## src/rtl/baudot_pkg.sv

```systemverilog
package baudot_pkg;
  localparam int ASC_W  = 7;
  localparam int CODE_W = 5;
  localparam logic [CODE_W-1:0] LTRS_CODE = 5'b11111;
  localparam logic [CODE_W-1:0] FIGS_CODE = 5'b11011;

  // all-zero entry marks an untranslatable key
  typedef struct packed {
    logic              both;
    logic              fig;
    logic [CODE_W-1:0] code;
  } enc_entry_t;

  function automatic enc_entry_t enc_lookup(input logic [ASC_W-1:0] a);
    logic [ASC_W-1:0] u;
    enc_entry_t e;
    u = (a >= 7'h61 && a <= 7'h7a) ? a - 7'h20 : a;
    e = '0;
    case (u)
      7'h41: e = '{both: 1'b0, fig: 1'b0, code: 5'd24}; // A
      7'h45: e = '{both: 1'b0, fig: 1'b0, code: 5'd16}; // E
      7'h4f: e = '{both: 1'b0, fig: 1'b0, code: 5'd3};  // O
      7'h54: e = '{both: 1'b0, fig: 1'b0, code: 5'd1};  // T
      7'h33: e = '{both: 1'b0, fig: 1'b1, code: 5'd16}; // 3
      7'h39: e = '{both: 1'b0, fig: 1'b1, code: 5'd3};  // 9
      7'h35: e = '{both: 1'b0, fig: 1'b1, code: 5'd1};  // 5
      7'h2d: e = '{both: 1'b0, fig: 1'b1, code: 5'd24}; // -
      7'h20: e = '{both: 1'b1, fig: 1'b0, code: 5'd4};  // space
      7'h0d: e = '{both: 1'b1, fig: 1'b0, code: 5'd2};  // CR
      7'h0a: e = '{both: 1'b1, fig: 1'b0, code: 5'd8};  // LF
      default: e = '0;
    endcase
    return e;
  endfunction

  function automatic logic [ASC_W-1:0] dec_lookup(input logic sh,
                                                  input logic [CODE_W-1:0] c);
    logic [ASC_W-1:0] r;
    r = '0;
    case ({sh, c})
      6'd24: r = 7'h41;
      6'd16: r = 7'h45;
      6'd3:  r = 7'h4f;
      6'd1:  r = 7'h54;
      6'd56: r = 7'h2d;
      6'd48: r = 7'h33;
      6'd35: r = 7'h39;
      6'd33: r = 7'h35;
      6'd4, 6'd36: r = 7'h20;
      6'd2, 6'd34: r = 7'h0d;
      6'd8, 6'd40: r = 7'h0a;
      default: r = '0;
    endcase
    return r;
  endfunction
endpackage

```

## src/rtl/baudot_case_reg.sv

```systemverilog
module baudot_case_reg (
  input  logic clk,
  input  logic rst,
  input  logic dec_set,
  input  logic dec_val,
  input  logic enc_set,
  input  logic enc_val,
  output logic shift_q
);
  always_ff @(posedge clk) begin
    if (rst)          shift_q <= 1'b0;
    else if (dec_set) shift_q <= dec_val;
    else if (enc_set) shift_q <= enc_val;
  end

  // receive side wins a same-cycle update
  a_r11_dec_wins: assert property (@(posedge clk) disable iff (rst)
    (dec_set && !rst) |=> (shift_q == $past(dec_val)));
  // an encoder-only change lands
  a_r5_enc_lands: assert property (@(posedge clk) disable iff (rst)
    (enc_set && !dec_set && !rst) |=> (shift_q == $past(enc_val)));
endmodule

```

## src/rtl/baudot_encoder.sv

```systemverilog
module baudot_encoder
  import baudot_pkg::*;
(
  input  logic              clk,
  input  logic              rst,
  input  logic              asc_valid,
  input  logic [ASC_W-1:0]  asc_data,
  output logic              asc_ready,
  output logic              bd_valid,
  output logic [CODE_W-1:0] bd_data,
  input  logic              bd_ready,
  input  logic              shift_q,
  output logic              enc_set,
  output logic              enc_val
);
  logic              out_v, pend_v;
  logic [CODE_W-1:0] out_d, pend_d;
  enc_entry_t        ent;
  logic              slot_free, take, known, direct;

  assign ent       = enc_lookup(asc_data);
  assign slot_free = !out_v || bd_ready;
  assign asc_ready = !pend_v && slot_free;
  assign take      = asc_valid && asc_ready;
  assign known     = (ent != '0);
  assign direct    = ent.both || (ent.fig == shift_q);
  assign enc_set   = take && known && !direct;
  assign enc_val   = ent.fig;

  always_ff @(posedge clk) begin
    if (rst) begin
      out_v  <= 1'b0;
      out_d  <= '0;
      pend_v <= 1'b0;
      pend_d <= '0;
    end else if (pend_v && slot_free) begin
      out_v  <= 1'b1;
      out_d  <= pend_d;
      pend_v <= 1'b0;
    end else if (take && known) begin
      out_v <= 1'b1;
      if (direct) begin
        out_d <= ent.code;
      end else begin
        out_d  <= ent.fig ? FIGS_CODE : LTRS_CODE;
        pend_v <= 1'b1;
        pend_d <= ent.code;
      end
    end else if (bd_ready) begin
      out_v <= 1'b0;
    end
  end

  assign bd_valid = out_v;
  assign bd_data  = out_d;

  a_r7_pend_blocks_keys: assert property (@(posedge clk) disable iff (rst)
    pend_v |-> !asc_ready);
  a_r5_case_code_leads: assert property (@(posedge clk) disable iff (rst)
    pend_v |-> (bd_valid && (bd_data == FIGS_CODE || bd_data == LTRS_CODE)));
  a_r12_bd_hold: assert property (@(posedge clk) disable iff (rst)
    (bd_valid && !bd_ready) |=> (bd_valid && $stable(bd_data)));
endmodule

```

## src/rtl/baudot_decoder.sv

```systemverilog
module baudot_decoder
  import baudot_pkg::*;
(
  input  logic              clk,
  input  logic              rst,
  input  logic              rx_valid,
  input  logic [CODE_W-1:0] rx_data,
  output logic              rx_ready,
  output logic              pr_valid,
  output logic [ASC_W-1:0]  pr_data,
  input  logic              pr_ready,
  input  logic              shift_q,
  output logic              dec_set,
  output logic              dec_val
);
  logic             pr_v;
  logic [ASC_W-1:0] pr_d;
  logic             take, is_fig, is_ltr;

  assign rx_ready = !pr_v || pr_ready;
  assign take     = rx_valid && rx_ready;
  assign is_fig   = (rx_data == FIGS_CODE);
  assign is_ltr   = (rx_data == LTRS_CODE);
  assign dec_set  = take && (is_fig || is_ltr);
  assign dec_val  = is_fig;

  always_ff @(posedge clk) begin
    if (rst) begin
      pr_v <= 1'b0;
      pr_d <= '0;
    end else if (take && !is_fig && !is_ltr) begin
      pr_v <= 1'b1;
      pr_d <= dec_lookup(shift_q, rx_data);
    end else if (pr_ready) begin
      pr_v <= 1'b0;
    end
  end

  assign pr_valid = pr_v;
  assign pr_data  = pr_d;

  a_r9_case_code_silent: assert property (@(posedge clk) disable iff (rst)
    (rx_valid && rx_ready && (rx_data == FIGS_CODE || rx_data == LTRS_CODE))
      |=> !pr_valid);
  a_r12_pr_hold: assert property (@(posedge clk) disable iff (rst)
    (pr_valid && !pr_ready) |=> (pr_valid && $stable(pr_data)));
endmodule

```

## src/rtl/baudot_shift_codec.sv

```systemverilog
module baudot_shift_codec
  import baudot_pkg::*;
(
  input  logic              clk,
  input  logic              rst,
  input  logic              asc_valid,
  input  logic [ASC_W-1:0]  asc_data,
  output logic              asc_ready,
  output logic              bd_valid,
  output logic [CODE_W-1:0] bd_data,
  input  logic              bd_ready,
  input  logic              rx_valid,
  input  logic [CODE_W-1:0] rx_data,
  output logic              rx_ready,
  output logic              pr_valid,
  output logic [ASC_W-1:0]  pr_data,
  input  logic              pr_ready,
  output logic              shift_state
);
  logic shift_q, enc_set, enc_val, dec_set, dec_val;

  baudot_case_reg u_case (
    .clk(clk), .rst(rst), .dec_set(dec_set), .dec_val(dec_val),
    .enc_set(enc_set), .enc_val(enc_val), .shift_q(shift_q));

  baudot_encoder u_enc (
    .clk(clk), .rst(rst), .asc_valid(asc_valid), .asc_data(asc_data),
    .asc_ready(asc_ready), .bd_valid(bd_valid), .bd_data(bd_data),
    .bd_ready(bd_ready), .shift_q(shift_q), .enc_set(enc_set),
    .enc_val(enc_val));

  baudot_decoder u_dec (
    .clk(clk), .rst(rst), .rx_valid(rx_valid), .rx_data(rx_data),
    .rx_ready(rx_ready), .pr_valid(pr_valid), .pr_data(pr_data),
    .pr_ready(pr_ready), .shift_q(shift_q), .dec_set(dec_set),
    .dec_val(dec_val));

  assign shift_state = shift_q;

  a_r1_quiet_after_reset: assert property (@(posedge clk)
    $past(rst) |-> (!bd_valid && !pr_valid && !shift_state));
endmodule

```

## config.mk

```make
export PLATFORM = sky130hd
export DESIGN_NAME = baudot_shift_codec
export DESIGN_NICKNAME = d
export VERILOG_FILES = /design/src/rtl/baudot_pkg.sv /design/src/rtl/baudot_case_reg.sv /design/src/rtl/baudot_encoder.sv /design/src/rtl/baudot_decoder.sv /design/src/rtl/baudot_shift_codec.sv
export SDC_FILE = /design/constraint.sdc
export NUM_CORES = 1
export LEC_CHECK = 0
export ABC_AREA = 1
export BUFFER_PORTS_ARGS = -buffer_cell sky130_fd_sc_hd__buf_2
export CAP_MARGIN = 20
export CORE_ASPECT_RATIO = 1.75
export CORE_MARGIN = 3
export CORE_UTILIZATION = 35
export DETAILED_ROUTE_END_ITERATION = 16
export HOLD_SLACK_MARGIN = 0.08
export PLACE_DENSITY = 0.63
export SETUP_SLACK_MARGIN = 0.05
export SYNTH_ARGS = -nofsm -noshare
export SYNTH_HDL_FRONTEND = slang
export SYNTH_HIERARCHICAL = 1
export SYNTH_SLANG_ARGS = --single-unit
export TNS_END_PERCENT = 10
```

## constraint.sdc

```tcl
create_clock -name clk -period 2.15 [get_ports clk]
set_input_delay 0.43 -clock clk [delete_from_list [all_inputs] [get_ports clk]]
set_output_delay 0.43 -clock clk [all_outputs]
set_load 0.005 [all_outputs]
```

==> impl_metrics.py <==
metrics = {
    "finish": {
        "ratio_of_cells_with_drive_above_1_in_the_final_layout_pct": 42.0,
        "num-fill-cells": 415,
        "areaGrowthSynthToFinish_pct": 54.2,
        "layout.nets": 350,
        "final_cell_area_um2": 2520,
        "antenna_cells_inserted": 0,
        "layoutNonFillerInstCount": 377,
    },
    "global_route": {
        "grt_antenna_before_repair": 0,
        "gr-usage-met3_pct": 2.66,
        "most_used_layer_global_route": "met2",
        "grt_first_pass_wirelength_um": 6770,
        "global_route.usage.met1_pct": 15.1,
        "grt_pass1_vias": 1617,
        "maximum_number_of_pins_on_one_net_before_global_route_repair": 14,
        "grt_util_met2_pct": 30.9,
        "grt_overflow": 0,
        "grt_use_total_pct": 15.1,
    },
    "yosys": {
        "synth_ff_type": "sky130_fd_sc_hd__dfxtp_1",
        "synth.area.top_cells": "sky130_fd_sc_hd__dfxtp_1 26%, sky130_fd_sc_hd__nand2_1 14%, sky130_fd_sc_hd__nor2_1 10%, sky130_fd_sc_hd__nand3_1 7.0%, sky130_fd_sc_hd__inv_1 6.7%",
        "netlist.area_leader.share_pct": 25.7,
        "ys.warnings.count": 6,
        "synth_area_per_cell_um2": 6.28,
        "synth-async-reset-ratio_pct": 0,
        "yosysMostFrequentCell": "sky130_fd_sc_hd__nand2_1",
        "mappedNetlistArea_um2": 1630,
        "synth.largest_area_cell": "sky130_fd_sc_hd__dfxtp_1",
        "synth_common_cells": "63 x sky130_fd_sc_hd__nand2_1, 44 x sky130_fd_sc_hd__nor2_1, 29 x sky130_fd_sc_hd__inv_1, 23 x sky130_fd_sc_hd__nand3_1, 21 x sky130_fd_sc_hd__dfxtp_1",
        "synth_enable_flop_cells": 0,
        "syn-num-nets": 283,
        "ys_types": 30,
        "syn_inst": 260,
        "seq_area_frac_synth_pct": 25.7,
        "synth.ff_latch_count": 21,
    },
    "power_and_ir_drop": {
        "static-leakage-power_uw": 0.00123,
        "cellInternalPower_uw": 675,
        "share_clk_of_total_power_pct": 25.9,
        "seq_power_share_pct": 41.5,
        "p_per_area_nw_per_um2": 394,
        "peakVddDrop_v": 0.000460,
        "p_sw_share_pct": 32.1,
        "finalPower_uw": 994,
        "switchingPower_uw": 319,
        "combPwrFrac_pct": 32.6,
    },
    "floorplanning": {
        "rows": 32,
        "floorplan.io_pins": 35,
        "die_width_um": 57.7,
        "start_util_pct": 36.8,
        "fp.dieH_um": 96.4,
        "core_um2": 4440,
        "fp.dieArea_um2": 5560,
    },
    "placed_design": {
        "placed_cells": 368,
        "place.detailed.hpwl_um": 3400,
        "pre_cts_ws_ns": -0.222,
        "gp_routability_congestion": 0.860,
        "dpl-instance-area_um2": 2030,
        "port-buffer-count": 34,
    },
    "clock_network": {
        "ctsRootBufferMaster": "sky130_fd_sc_hd__clkbuf_8",
        "htree_levels": 1,
        "worstSkewPairLatency_ns": 0.26,
        "tritoncts_num_sinks": 21,
        "cts.reportedPaths.clkPinSlew_ns": 0.07,
        "post_cts_hold_buffer_count": 0,
        "cts_tree": "done",
        "clockBufferDepth": 2,
        "cts-buffers-inserted": 3,
    },
    "hold_path": {
        "worst_hold_path_type": "input port to flop",
        "min_from": "rst",
        "whs_endpoint": "u_dec/pr_data[6]",
        "hold_depth": 2,
    },
    "critical_path": {
        "crit_chain": "buf_12, nor2_4, nand3_2, nand2_2, nand2_4, nand2_4, nand2_4, nand2_8, nor2_4, nand2_1, nand3_2, nor2_4, nand2_2, nand2_4, nor2_8, nand2_1, nand2_1, nor2_1, nor2_1",
        "timing.critical_path.to_type": "flop",
        "path_class": "input port to flop",
        "ff2ff_setup_slack_ns": 0.75,
        "crit-reg2reg-launch": "u_case/shift_q",
        "crit_arrival_ns": 2.18,
        "critical_path_peak_fanout": 8,
        "ff2ff_path_depth": 7,
        "startpoint_class_of_the_critical_path": "input port",
        "most_frequent_cell_on_the_critical_path": "sky130_fd_sc_hd__nand2_4",
        "slowest_delay_ns": 0.16,
        "worst_r2r_endpoint": "u_case/shift_q",
        "critical_path.slowest_cell": "sky130_fd_sc_hd__nor2_4",
        "worst_ep_required_time_ns": 2.30,
    },
    "routing": {
        "drc": 0,
        "viasPerCell": 4.92,
        "detailedRoute.firstIterationViolations": 41,
        "num_vias": 1856,
        "route.antenna.remaining_nets": 0,
        "wl_um": 4690,
        "drt_first_pass_iters": 5,
        "avg_wl_per_cell_um": 12.4,
    },
    "timing": {
        "final-max-slew-violation-count": 0,
        "final_hold_viol_count": 0,
        "finalClockSkew_ns": 0.00414,
        "maxClockFrequency_ghz": 0.493,
        "setup_viol": 0,
        "timing_worst_slew_pin_value_ns": 0.462,
        "finalCritPeriodShare_pct": 94.3,
        "worst_slew_margin_rel_pct": 69.1,
        "final_period_minus_worst_setup_slack_ns": 2.03,
        "worst_slack_ns": 0.123,
    },
    "job": {
        "cap_violations": 0,
    },
    "run_status": {
        "outcome": "completed",
    },
}
## final cells by class
type                    instances  area, um^2  share of cell area (%)
repair buffers                 66         484                    19.2
multi-input cells             201        1360                    53.8
clock buffers                   4        45.0                    1.79
well taps                      51        63.8                    2.53
inverters                      34         150                    5.96
flip-flops and latches         21         420                    16.7
## state kept, by name, indices dropped and copies added (netlist names)
| signal | flops |
|---|---|
| u_enc/pend_d | 5 |
| u_dec/pr_valid | 1 |
| u_enc/bd_data | 5 |
| u_enc/pend_v | 1 |
| u_enc/bd_valid | 1 |
| u_case/shift_q | 1 |
| u_dec/pr_data | 7 |
## power by group through the flow
stage / Combinational (uW) / Sequential (uW) / Clock [uW]
after CTS: 238 / 413 / 263
final: 324 / 413 / 257
after global placement: 236 / 422 / 0
after detailed placement: 237 / 422 / 0
after global routing: 357 / 414 / 278
after floorplan: 139 / 423 / 0
## worst max-delay path by stage
stage / to / depth (start not counted) / slack [ns] / start
after global routing: u_case/shift_q / 19 / -0.02 / asc_data[2]
final: u_case/shift_q / 19 / 0.12 / asc_data[2]
after CTS: u_case/shift_q / 17 / 0.07 / asc_data[5]
after global placement: u_case/shift_q / 18 / -0.21 / asc_data[3]
after floorplan: u_case/shift_q / 18 / 0.07 / asc_data[1]
after detailed placement: u_case/shift_q / 17 / -0.22 / asc_data[2]
## through the flow
| stage | hold slack (ns) | TNS [ns] | util [%] |
|---|---|---|---|
| after CTS | 0.444 | 0 | 46.8 |
| after detailed placement | 0.452 | -1.51 | 45.7 |
| after global placement | 0.439 | -1.50 | 45.7 |
| final | 0.441 | 0 | 56.7 |
| after global routing | 0.452 | -0.0333 | 56.7 |
| after floorplan | 0.419 | 0 | - |
## repair_timing
| item | in CTS | in global routing |
|---|---|---|
| resized for setup | 0 | 101 |
| pin swaps | 1 | 29 |
| setup buffers | 0 | 5 |
| endpoints found under the hold margin | 0 | 0 |
| setup endpoints to repair | 1 | 13 |
## kinds of logic after synthesis
family | share of synthesized area [%]
simple gates | 49.5
buf+inv | 10.1
compound gates | 10.8
flops | 25.7
fa+ha+maj | 3.83
## layout by cell type, fill, tap and decap left out, types with 5 or more instances in the layout
cell,n
sky130_fd_sc_hd__nor3_1,5
sky130_fd_sc_hd__nand2_2,8
sky130_fd_sc_hd__nand3_1,14
sky130_fd_sc_hd__o21ai_1,5
sky130_fd_sc_hd__dfxtp_1,21
sky130_fd_sc_hd__buf_4,31
sky130_fd_sc_hd__inv_1,27
sky130_fd_sc_hd__nand3_2,6
sky130_fd_sc_hd__o21ai_0,5
sky130_fd_sc_hd__nand2_1,51
sky130_fd_sc_hd__buf_2,27
sky130_fd_sc_hd__nand2_4,12
sky130_fd_sc_hd__nand3_4,6
sky130_fd_sc_hd__a21oi_1,10
sky130_fd_sc_hd__nor2_1,32
sky130_fd_sc_hd__nor2_4,13
## routing by layer
layer / vias up / part of all wire, %
li1: 965 / -
met1: 856 / 37
met2: 29 / 60
met3: 6 / 2.3
met4: 0 / 1.0
met5: - / 0
## critical path: cells and delay by family
kind	cells	cell delay [ns]
simple gates	18	1.64
buf+inv	1	0.12
(Power assumes the default switching activity.)
